===== config.mk =====
export PLATFORM = sky130hd
export DESIGN_NAME = syscount_top
export DESIGN_NICKNAME = d
export VERILOG_FILES = /design/src/rtl/syscount_pkg.sv /design/src/rtl/syscount_rstsync.sv /design/src/rtl/syscount_freq.sv /design/src/rtl/syscount_accum.sv /design/src/rtl/syscount_top.sv
export SDC_FILE = /design/constraint.sdc
export NUM_CORES = 1
export LEC_CHECK = 0
export ABC_AREA = 0
export BUFFER_PORTS_ARGS = -buffer_cell sky130_fd_sc_hd__buf_4
export CAP_MARGIN = 20
export CORE_MARGIN = 2
export CORE_UTILIZATION = 54
export CTS_BUF_LIST = sky130_fd_sc_hd__clkbuf_8
export CTS_CLUSTER_DIAMETER = 40
export DETAILED_ROUTE_END_ITERATION = 7
export PLACE_DENSITY = 0.79
export SLEW_MARGIN = 20
export SYNTH_ARGS = -nofsm -noshare
export SYNTH_HDL_FRONTEND = slang
export SYNTH_HIERARCHICAL = 1
export SYNTH_SLANG_ARGS = --single-unit
export TNS_END_PERCENT = 10

===== constraint.sdc =====
create_clock -name clk -period 9.05 [get_ports clk]
set_input_delay 0.4525 -clock clk [delete_from_list [all_inputs] [get_ports clk]]
set_output_delay 0.4525 -clock clk [all_outputs]
set_load 0.02 [all_outputs]

===== src/rtl/syscount_pkg.sv =====
package syscount_pkg;
  localparam int unsigned IDX_W   = 10;
  localparam int unsigned IDX_LSB = 8;
  localparam logic [7:0] A_CTRL   = 8'h00;
  localparam logic [7:0] A_STAT   = 8'h04;
  localparam logic [7:0] A_CNT_LO = 8'h08;
  localparam logic [7:0] A_CNT_HI = 8'h0C;
  localparam logic [7:0] A_SCALE  = 8'h10;
  localparam logic [7:0] A_IDENT  = 8'h1C;
  localparam logic [7:0] A_FTAB   = 8'h20;

  typedef struct packed {
    logic [IDX_W-1:0] req_idx;
    logic             scale_en;
    logic             halt_en;
    logic             run;
  } ctrl_t;
endpackage


===== src/rtl/syscount_rstsync.sv =====
module syscount_rstsync #(
  parameter int unsigned STAGES = 2
) (
  input  logic clk,
  input  logic rst_n,
  output logic rst_sync_n
);
  logic [STAGES-1:0] sync_q;

  always_ff @(posedge clk or negedge rst_n) begin
    if (!rst_n) sync_q <= '0;
    else        sync_q <= {sync_q[STAGES-2:0], 1'b1};
  end

  assign rst_sync_n = sync_q[STAGES-1];
endmodule


===== src/rtl/syscount_freq.sv =====
module syscount_freq #(
  parameter int unsigned NUM_FREQ = 4,
  parameter int unsigned IDX_W    = 10,
  parameter int unsigned RATE_W   = 32,
  localparam int unsigned SEL_W   = (NUM_FREQ > 1) ? $clog2(NUM_FREQ) : 1
) (
  input  logic              clk,
  input  logic              rst_n,
  input  logic              tab_we,
  input  logic [SEL_W-1:0]  tab_sel,
  input  logic [RATE_W-1:0] tab_wdata,
  output logic [RATE_W-1:0] tab_rdata,
  input  logic              req_valid,
  input  logic [IDX_W-1:0]  req_idx,
  output logic [IDX_W-1:0]  active_idx_o,
  output logic [RATE_W-1:0] incr_o,
  output logic              speed_chg_o
);
  logic [RATE_W-1:0] tab_q [NUM_FREQ];
  logic [RATE_W-1:0] req_rate;
  logic              req_ok;
  logic              pend_q, pend_d;
  logic [IDX_W-1:0]  pend_idx_q, pend_idx_d;
  logic [IDX_W-1:0]  active_q, active_d;
  logic              chg_q, chg_d;

  for (genvar i = 0; i < NUM_FREQ; i++) begin : g_entry
    always_ff @(posedge clk or negedge rst_n) begin
      if (!rst_n) tab_q[i] <= (i == 0) ? RATE_W'(1) : '0;
      else if (tab_we && tab_sel == SEL_W'(i)) tab_q[i] <= tab_wdata;
    end
  end

  always_comb begin
    req_rate  = '0;
    incr_o    = '0;
    tab_rdata = '0;
    for (int i = 0; i < NUM_FREQ; i++) begin
      if (req_idx == IDX_W'(i))    req_rate  = tab_q[i];
      if (active_q == IDX_W'(i))   incr_o    = tab_q[i];
      if (tab_sel == SEL_W'(i))    tab_rdata = tab_q[i];
    end
  end

  assign req_ok = req_valid && (req_rate != '0) && (req_idx != active_q)
                  && !(pend_q && req_idx == pend_idx_q);

  always_comb begin
    pend_d     = req_ok;
    pend_idx_d = req_ok ? req_idx : pend_idx_q;
    active_d   = pend_q ? pend_idx_q : active_q;
    chg_d      = pend_q;
  end

  always_ff @(posedge clk or negedge rst_n) begin
    if (!rst_n) begin
      pend_q     <= 1'b0;
      pend_idx_q <= '0;
      active_q   <= '0;
      chg_q      <= 1'b0;
    end else begin
      pend_q     <= pend_d;
      pend_idx_q <= pend_idx_d;
      active_q   <= active_d;
      chg_q      <= chg_d;
    end
  end

  assign active_idx_o = active_q;
  assign speed_chg_o  = chg_q;

  assert_ack_stable_R6: assert property (@(posedge clk) disable iff (!rst_n)
    !chg_q |-> active_q == $past(active_q));
  assert_ack_moves_R6: assert property (@(posedge clk) disable iff (!rst_n)
    chg_q |-> active_q != $past(active_q));
  assert_reject_R7: assert property (@(posedge clk) disable iff (!rst_n)
    (req_valid && req_rate == '0) |=> !pend_q);
endmodule


===== src/rtl/syscount_accum.sv =====
module syscount_accum #(
  parameter int unsigned CNT_W  = 64,
  parameter int unsigned RATE_W = 32,
  localparam int unsigned HALF_W = CNT_W / 2
) (
  input  logic              clk,
  input  logic              rst_n,
  input  logic              run_i,
  input  logic              ld_lo_i,
  input  logic              ld_hi_i,
  input  logic [HALF_W-1:0] ld_data_i,
  input  logic [RATE_W-1:0] incr_i,
  output logic [CNT_W-1:0]  count_o
);
  logic [CNT_W-1:0] cnt_q, cnt_d;
  logic             cnt_en;

  assign cnt_en = run_i | ld_lo_i | ld_hi_i;

  always_comb begin
    cnt_d = cnt_q;
    if (ld_lo_i)      cnt_d[HALF_W-1:0]     = ld_data_i;
    else if (ld_hi_i) cnt_d[CNT_W-1:HALF_W] = ld_data_i;
    else              cnt_d = cnt_q + CNT_W'(incr_i);
  end

  always_ff @(posedge clk or negedge rst_n) begin
    if (!rst_n)      cnt_q <= '0;
    else if (cnt_en) cnt_q <= cnt_d;
  end

  assign count_o = cnt_q;

  assert_hold_idle_R2: assert property (@(posedge clk) disable iff (!rst_n)
    (!run_i && !ld_lo_i && !ld_hi_i) |=> count_o == $past(count_o));
  assert_advance_R2: assert property (@(posedge clk) disable iff (!rst_n)
    (run_i && !ld_lo_i && !ld_hi_i) |=> count_o == $past(count_o) + CNT_W'($past(incr_i)));
  assert_load_lo_R4: assert property (@(posedge clk) disable iff (!rst_n)
    ld_lo_i |=> count_o[HALF_W-1:0] == $past(ld_data_i)
               && count_o[CNT_W-1:HALF_W] == $past(count_o[CNT_W-1:HALF_W]));
  assert_load_hi_R4: assert property (@(posedge clk) disable iff (!rst_n)
    (ld_hi_i && !ld_lo_i) |=> count_o[CNT_W-1:HALF_W] == $past(ld_data_i)
               && count_o[HALF_W-1:0] == $past(count_o[HALF_W-1:0]));
endmodule


===== src/rtl/syscount_top.sv =====
module syscount_top
  import syscount_pkg::*;
#(
  parameter int unsigned NUM_FREQ = 4,
  parameter int unsigned ADDR_W   = 8,
  parameter int unsigned DATA_W   = 32,
  parameter int unsigned CNT_W    = 64,
  localparam int unsigned SEL_W   = (NUM_FREQ > 1) ? $clog2(NUM_FREQ) : 1
) (
  input  logic              clk,
  input  logic              rst_n,
  input  logic              bus_valid_i,
  input  logic              bus_write_i,
  input  logic [ADDR_W-1:0] bus_addr_i,
  input  logic [DATA_W-1:0] bus_wdata_i,
  output logic [DATA_W-1:0] bus_rdata_o,
  input  logic              dbg_halt_i,
  output logic [CNT_W-1:0]  count_o,
  output logic              speed_chg_o
);
  localparam int unsigned HALF_W = CNT_W / 2;

  logic              rst_sync_n;
  ctrl_t             ctrl_q, ctrl_d;
  logic [DATA_W-1:0] scale_q;
  logic              wr, wr_ctrl, wr_scale, wr_lo, wr_hi, wr_tab, in_tab;
  logic [ADDR_W-1:0] tab_off;
  logic [SEL_W-1:0]  tab_sel;
  logic [DATA_W-1:0] tab_rdata, incr;
  logic [IDX_W-1:0]  active_idx;
  logic              run;

  syscount_rstsync #(.STAGES(2)) u_rst (
    .clk(clk), .rst_n(rst_n), .rst_sync_n(rst_sync_n));

  assign wr       = bus_valid_i && bus_write_i;
  assign wr_ctrl  = wr && bus_addr_i == ADDR_W'(A_CTRL);
  assign wr_scale = wr && bus_addr_i == ADDR_W'(A_SCALE);
  assign wr_lo    = wr && bus_addr_i == ADDR_W'(A_CNT_LO);
  assign wr_hi    = wr && bus_addr_i == ADDR_W'(A_CNT_HI);
  assign tab_off  = bus_addr_i - ADDR_W'(A_FTAB);
  assign in_tab   = (tab_off[1:0] == 2'b00) && (tab_off < ADDR_W'(4 * NUM_FREQ));
  assign tab_sel  = tab_off[SEL_W+1:2];
  assign wr_tab   = wr && in_tab;

  assign ctrl_d = ctrl_t'{req_idx:  bus_wdata_i[IDX_LSB +: IDX_W],
                          scale_en: bus_wdata_i[2],
                          halt_en:  bus_wdata_i[1],
                          run:      bus_wdata_i[0]};

  always_ff @(posedge clk or negedge rst_sync_n) begin
    if (!rst_sync_n) begin
      ctrl_q  <= '0;
      scale_q <= '0;
    end else begin
      if (wr_ctrl)  ctrl_q  <= ctrl_d;
      if (wr_scale) scale_q <= bus_wdata_i;
    end
  end

  assign run = ctrl_q.run && !(ctrl_q.halt_en && dbg_halt_i);

  syscount_freq #(.NUM_FREQ(NUM_FREQ), .IDX_W(IDX_W), .RATE_W(DATA_W)) u_freq (
    .clk(clk), .rst_n(rst_sync_n),
    .tab_we(wr_tab), .tab_sel(tab_sel), .tab_wdata(bus_wdata_i), .tab_rdata(tab_rdata),
    .req_valid(wr_ctrl), .req_idx(bus_wdata_i[IDX_LSB +: IDX_W]),
    .active_idx_o(active_idx), .incr_o(incr), .speed_chg_o(speed_chg_o));

  syscount_accum #(.CNT_W(CNT_W), .RATE_W(DATA_W)) u_acc (
    .clk(clk), .rst_n(rst_sync_n), .run_i(run),
    .ld_lo_i(wr_lo), .ld_hi_i(wr_hi), .ld_data_i(bus_wdata_i[HALF_W-1:0]),
    .incr_i(incr), .count_o(count_o));

  always_comb begin
    bus_rdata_o = '0;
    if (bus_valid_i && !bus_write_i) begin
      if (bus_addr_i == ADDR_W'(A_CTRL))
        bus_rdata_o = DATA_W'({ctrl_q.req_idx, 5'b0, ctrl_q.scale_en, ctrl_q.halt_en, ctrl_q.run});
      else if (bus_addr_i == ADDR_W'(A_STAT))
        bus_rdata_o = DATA_W'({active_idx, 8'b0});
      else if (bus_addr_i == ADDR_W'(A_CNT_LO)) bus_rdata_o = count_o[HALF_W-1:0];
      else if (bus_addr_i == ADDR_W'(A_CNT_HI)) bus_rdata_o = count_o[CNT_W-1:HALF_W];
      else if (bus_addr_i == ADDR_W'(A_SCALE))  bus_rdata_o = scale_q;
      else if (bus_addr_i == ADDR_W'(A_IDENT))  bus_rdata_o = DATA_W'(NUM_FREQ);
      else if (in_tab)                          bus_rdata_o = tab_rdata;
    end
  end

  assert_halt_R3: assert property (@(posedge clk) disable iff (!rst_sync_n)
    (ctrl_q.halt_en && dbg_halt_i && !wr_lo && !wr_hi) |=> count_o == $past(count_o));
endmodule


* After elaboration in Yosys (flattened, before gate mapping) *
Index checks and enable logic that the tools add are counted.

storage, ports and cells
  bits in registers = 261
  output and inout port bits = 97
  word-level logic and storage cells = 91

cells by class
  $add $sub $neg = 2
  $lt $le $gt $ge = 1
  eq/ne operators = 17
  mux-type cells = 23
  bitwise logic cells = 3
  reductions and logical operators = 29

operator list
  kind                                                                           count
  32-bit two-way mux                                                             23
  64-bit by 32-bit adder with 64-bit output                                      1
  10-bit by 2-bit == test with 1-bit output (second input constant)              4
  32-bit nonzero test                                                            1
  10-bit by 1-bit == test with 1-bit output (second input constant)              2
  10-bit zero test                                                               2
  1-bit logical AND                                                              18
  8-bit by 4-bit == test with 1-bit output (second input constant)               2
  8-bit by 5-bit == test with 1-bit output (second input constant)               2
  10-bit == test                                                                 1
  10-bit != test                                                                 1
  8-bit by 3-bit == test with 1-bit output (second input constant)               1
  8-bit zero test                                                                1
  8-bit by 5-bit less-than comparator with 1-bit output (second input constant)  1
  8-bit by 6-bit subtractor with 8-bit output (second input constant)            1
  2-bit == test (second input constant)                                          2
  2-bit zero test                                                                2
  2-bit AND reduction                                                            2
  1-bit zero test                                                                3
  2-bit by 1-bit == test with 1-bit output (second input constant)               1
  2-bit by 1-bit != test with 1-bit output (second input constant)               1
  1-bit bitwise OR                                                               2
  1-bit NOT                                                                      1

* Logic depth before layout (Yosys ltp) *
  depth after elaboration = 14
  depth in mapped cells = 19
  depth with buffers taken out = 17

* Modules after synthesis *
Netlist, hierarchy kept.

modules (own cells, without submodules)
  module            instances  cells an instance  area an instance (µm²)  seq. area each (µm²)
  syscount_freq     1          554                7612.3                  3754.9
  syscount_accum    1          635                5258.8                  1601.5
  syscount_top      1          334                3492.1                  1126.1
  syscount_rstsync  1          3                  53.8                    50.0

* Worst setup path before layout *
Ideal clock, no wire load.

  path type = flip-flop to flip-flop
  start = reg u_freq.active_q[2], in the netlist u_freq/active_idx_o[2]
  end = reg u_acc.cnt_q[48], in the netlist u_acc/count_o[48]
  setup time = 0.146 ns
  arrival = 4.080 ns
  required time = 8.904 ns
  slack = 4.823 ns
  stages on the path, launching flop included = 19
  path buffers = 2
  clock period less this slack = 4.227 ns
  cell sequence = dfrtp_1 > or4_4 > nor2_4 > nand3_1 > buf_2 > nor2_1 > a21oi_1 > ha_1 > fa_1 > a211oi_2 > o2111ai_2 > a311oi_2 > o31a_4 > o21ai_4 > a221oi_4 > nor3_2 > buf_6 > a311oi_1 > a311oi_1

on the way
  cells in the longest elaborated chain, start to end = 7

ends and longest elaborated chain
  what                                         RTL line              source
  start: declaration                           syscount_freq.sv:24   logic [IDX_W-1:0] active_q, active_d;
  start signal: assignment                     syscount_freq.sv:64   active_q <= active_d;
  10-bit zero test                             syscount_freq.sv:40   if (active_q == IDX_W'(i)) incr_o = tab_q[i];
  32-bit two-way mux (3 in a row)              syscount_freq.sv:40
  32-bit two-way mux *                         syscount_freq.sv:40
  via incr[0]                                  syscount_top.sv:29    logic [DATA_W-1:0] tab_rdata, incr;
  64-bit by 32-bit adder with 64-bit output *  syscount_accum.sv:24  else cnt_d = cnt_q + CNT_W'(incr_i);
  32-bit two-way mux *                         syscount_accum.sv:23  else if (ld_hi_i) cnt_d[CNT_W-1:HALF_W] = ld_data_i;
  end signal: assignment                       syscount_accum.sv:29  else if (cnt_en) cnt_q <= cnt_d;
  end: declaration                             syscount_accum.sv:15  logic [CNT_W-1:0] cnt_q, cnt_d;

Mark *: on every way through the listed nets, which the timed path passes. The rest lies on a longest branch.
A chain may end at the register's enable or synchronous reset.

* Worst setup path after layout *
Ends and elaborated chain as after synthesis.

==> metrics.md <==
| Metric | Value |
|---|---|
| Outcome | `finished with violations` |
| Failing checks | `DRC` |
| Multi-input gate area | `9290 um^2` |
| Syn-to-layout area delta | `13.4%` |
| Maximum VDD drop | `0.0939 mV` |
| WL final | `56200 um` |
| Register area | `6540 um^2` |
| Number of global-route vias before repair | `14000` |
| Min-delay src | `bus_wdata_i[20]` |
| DP Area | `17600 um^2` |
| Reg-to-reg slack, setup | `3400 ps` |
| CTS Buf Count | `49` |
| Minimum clock period | `5650 ps` |
| Max clock buf depth | `3` |
| Hold_buf cts | `1` |
| Post-route clock period utilization | `62.5%` |
| Non-Filler Instances | `2062` |
| Port Buf Inserts | `141` |
| Top-area cell type share of the netlist area | `39.6%` |
| DR iter-0 viols | `2124` |
| Ports | `142` |
| Cells after DPL | `1974` |
| Die X | `178 um` |
| Fill count | `2421` |
| Top_reg_cell synth | `dfrtp_1` |
| Fmax | `177 MHz` |
| Unique masters post-synth | `95` |
| Setup Crit Path Kind | `reg -> reg` |
| Post-Synthesis Cells | `1526` |
| DRT Pass-1 Iters | `8` |
| CTS sink cnt | `261` |
| Setup Skew | `28.6 ps` |
| Post-route ant nets | `0` |
| Largest net degree at the start of global routing | `73` |
| Clk slew on worst S/H paths | `70 ps` |
| Clock latency at the later pin of the worst-skew pair | `590 ps` |
| Max Cap Viol | `0` |
| Top cells by area, synth | `dfrtp_1 (40%), mux2_2 (12%), mux4_2 (4.4%)` |
| Slew Limit Fails | `0` |
| CTS tree | `yes` |
| Leakage | `8.73 nW` |
| Post-CTS Resized | `0` |
| First-pass GRT wire length | `84400 um` |
| Final Hold Fails | `0` |
| CP max FO | `48` |
| Cell accounting for the most synthesized area | `dfrtp_1` |
| Worst setup margin | `3400 ps` |
| Routed vias | `14300` |
| Setup bufs post-CTS | `0` |
| Worst stage delay on the critical path | `760 ps` |
| Final instance area | `18600 um^2` |
| Row cnt | `63` |
| Max-slew headroom | `9.26%` |
| Initial Utilization | `55.1%` |
| Routed len/inst | `27.2 um` |
| Critical Path End Type | `flip-flop` |
| Hold path depth | `3` |
| CP cell instances | `or4_4, nor2_4, nand3_2, nor2_1, a21oi_1, ha_1, fa_1, a211oi_2, o2111ai_2, a311oi_2, o31a_4, o21ai_4, a221oi_4, nor3_2, and3_1, a311oi_1` |
| DP HPWL | `39200 um` |
| Syn Area/Cell | `10.8 um^2` |
| RSZ-0062 raised after global routing | `no` |
| Gpl congestion | `0.978` |
| Slowest cell on crit path | `nand3_2` |
| YS warnings | `6` |
| Synth Cell Area | `16400 um^2` |
| Critical path required time | `9550 ps` |
| Layout cell share with drive strength beyond 1 | `31.0%` |
| Pwr Density | `155 nW/um^2` |
| DRC viols | `2` |
| Slew of the pin with the lowest slew margin | `1330 ps` |
| Synth async-reset ratio | `100%` |
| Die Area | `31800 um^2` |
| Setup crit start kind | `flip-flop` |
| Dpl ws | `3510 ps` |
| CTS Root Cell | `clkbuf_8` |
| Setup crit start | `u_freq/active_idx_o[2]` |
| Setup violators final | `0` |
| Initial antenna violation count | `1` |
| Worst r2r path cells | `16` |
| DIE HEIGHT | `178 um` |
| Critical Path AT | `6150 ps` |
| Yosys reg bits | `261` |
| Post-Syn Nets | `1605` |
| TNS Setup | `0 ps` |
| Worst hold path type | `in -> reg` |
| Number of flops mapped to enable cells by yosys | `0` |
| H-tree depth | `2` |
| Total power | `2.89 mW` |
| Total GRT Usage | `35.0%` |
| Core outline area | `29800 um^2` |
| Grt total ovfl | `0` |
| Sequential share of the synthesized area | `39.8%` |
| Final net count | `1716` |
| Vias per cell | `6.95` |
| Antenna Cells | `0` |
| R2R Path Start | `u_freq/active_idx_o[2]` |
==> power by group <==
group / switching (mW) / leakage [nW] / internal (mW) / total, mW
logic: 0.242 / 4.56 / 0.167 / 0.409
registers: 0.0693 / 3.60 / 1.21 / 1.28
clock network: 0.532 / 0.572 / 0.670 / 1.20
==> cells by family after synthesis <==
logic type | after synthesis | share of synthesized area (%)
buffers and inverters | 118 | 3.83
AND/OR/NAND/NOR | 406 | 13.9
XOR/XNOR | 46 | 2.45
adder cells (fa/ha/maj) | 34 | 2.64
other | 1 | 0.0228
AO/OA/AOI/OAI | 409 | 17.3
flip-flops | 261 | 39.8
multiplexers | 251 | 20.1
==> worst max-delay path: cells and delay by family (launching register included) <==
family,cells,cell delay [ps]
AOI/OAI and AO/OA,8,2070
and+or+nand+nor,6,2310
DFF,1,420
adders and majority gates,2,730
==> state kept, by name, summed over array words and instances (netlist names) <==
signal / count
u_freq/tab_q: 128
u_acc/count_o: 64
scale_q: 32
ctrl_q: 13
u_freq/active_idx_o: 10
u_freq/pend_idx_q: 10
u_rst/sync_q: 2
u_freq/chg_d: 1
u_freq/speed_chg_o: 1
==> per-layer routing <==
layer / global-route usage (%) / wire [um] / part of all wire [%]
met1: 48.3 / 22100 / 39
met2: 53.0 / 25100 / 45
met3: 7.59 / 6410 / 11
met4: 15.9 / 2550 / 4.5
met5: 0 / 0 / 0
==> through the flow <==
stage	utilization, %	hold WS (ps)
after floorplan	-	157
after global placement	58.9	235
after detailed placement	59.0	236
after CTS	62.4	147
after global routing	62.5	168
final	62.5	165
==> final timing paths <==
path | end
max | u_acc/count_o[48]
min | u_acc/count_o[20]
max reg2reg | u_acc/count_o[48]
min reg2reg | u_rst/sync_q[1]
max in group asynchronous | u_freq/tab_q[74]
min in group asynchronous | u_rst/sync_q[1]
==> layout make-up <==
class	instances	share of cell area (%)
Sequential cell	261	35.1
Timing Repair Buffer	163	6.61
Clock buffer	58	4.29
Multi-Input combinational cell	1147	49.9
Inverter	15	0.302
Clock inverter	28	1.16
Tap cell	390	2.62
==> synthesized netlist by cell type, types with 8 or more instances <==
cell,n
nor4bb_1,14
o21ai_0,64
o21a_1,12
nand2b_1,12
and3_1,23
a22o_1,20
nor2_1,75
and2_1,13
clkbuf_1,50
dfrtp_1,260
xnor2_1,33
nor4_1,33
inv_1,15
mux2i_1,9
nand2_1,105
nor3_1,23
buf_2,22
mux2_4,31
or3_1,11
xor2_1,13
a311oi_1,11
nand4_1,16
a221o_1,10
a211oi_1,12
o22ai_1,13
a31oi_1,10
a21oi_1,123
a222oi_1,24
buf_6,10
mux2_2,176
nand3_1,26
mux4_2,32
o2bb2ai_1,8
ha_1,33
a22oi_1,24
a21o_1,17
buf_4,10
==> layout by cell type, fill, tap and decap left out, types with 13 or more instances in the layout <==
cell type / n
nor4bb_1: 14
xor2_1: 13
a21oi_1: 123
buf_4: 161
a21o_1: 17
inv_1: 31
a22oi_1: 24
nor4_1: 32
a222oi_1: 24
xnor2_1: 33
nand3_1: 25
nand4_1: 16
ha_1: 33
nor2_1: 75
o22ai_1: 13
and3_1: 23
mux4_2: 32
mux2_4: 31
nand2_1: 104
nor3_1: 22
a22o_1: 20
and2_1: 13
dfrtp_1: 259
o21ai_0: 63
clkbuf_8: 58
mux2_2: 176
No activity file was read; power rests on OpenSTA's default activity.
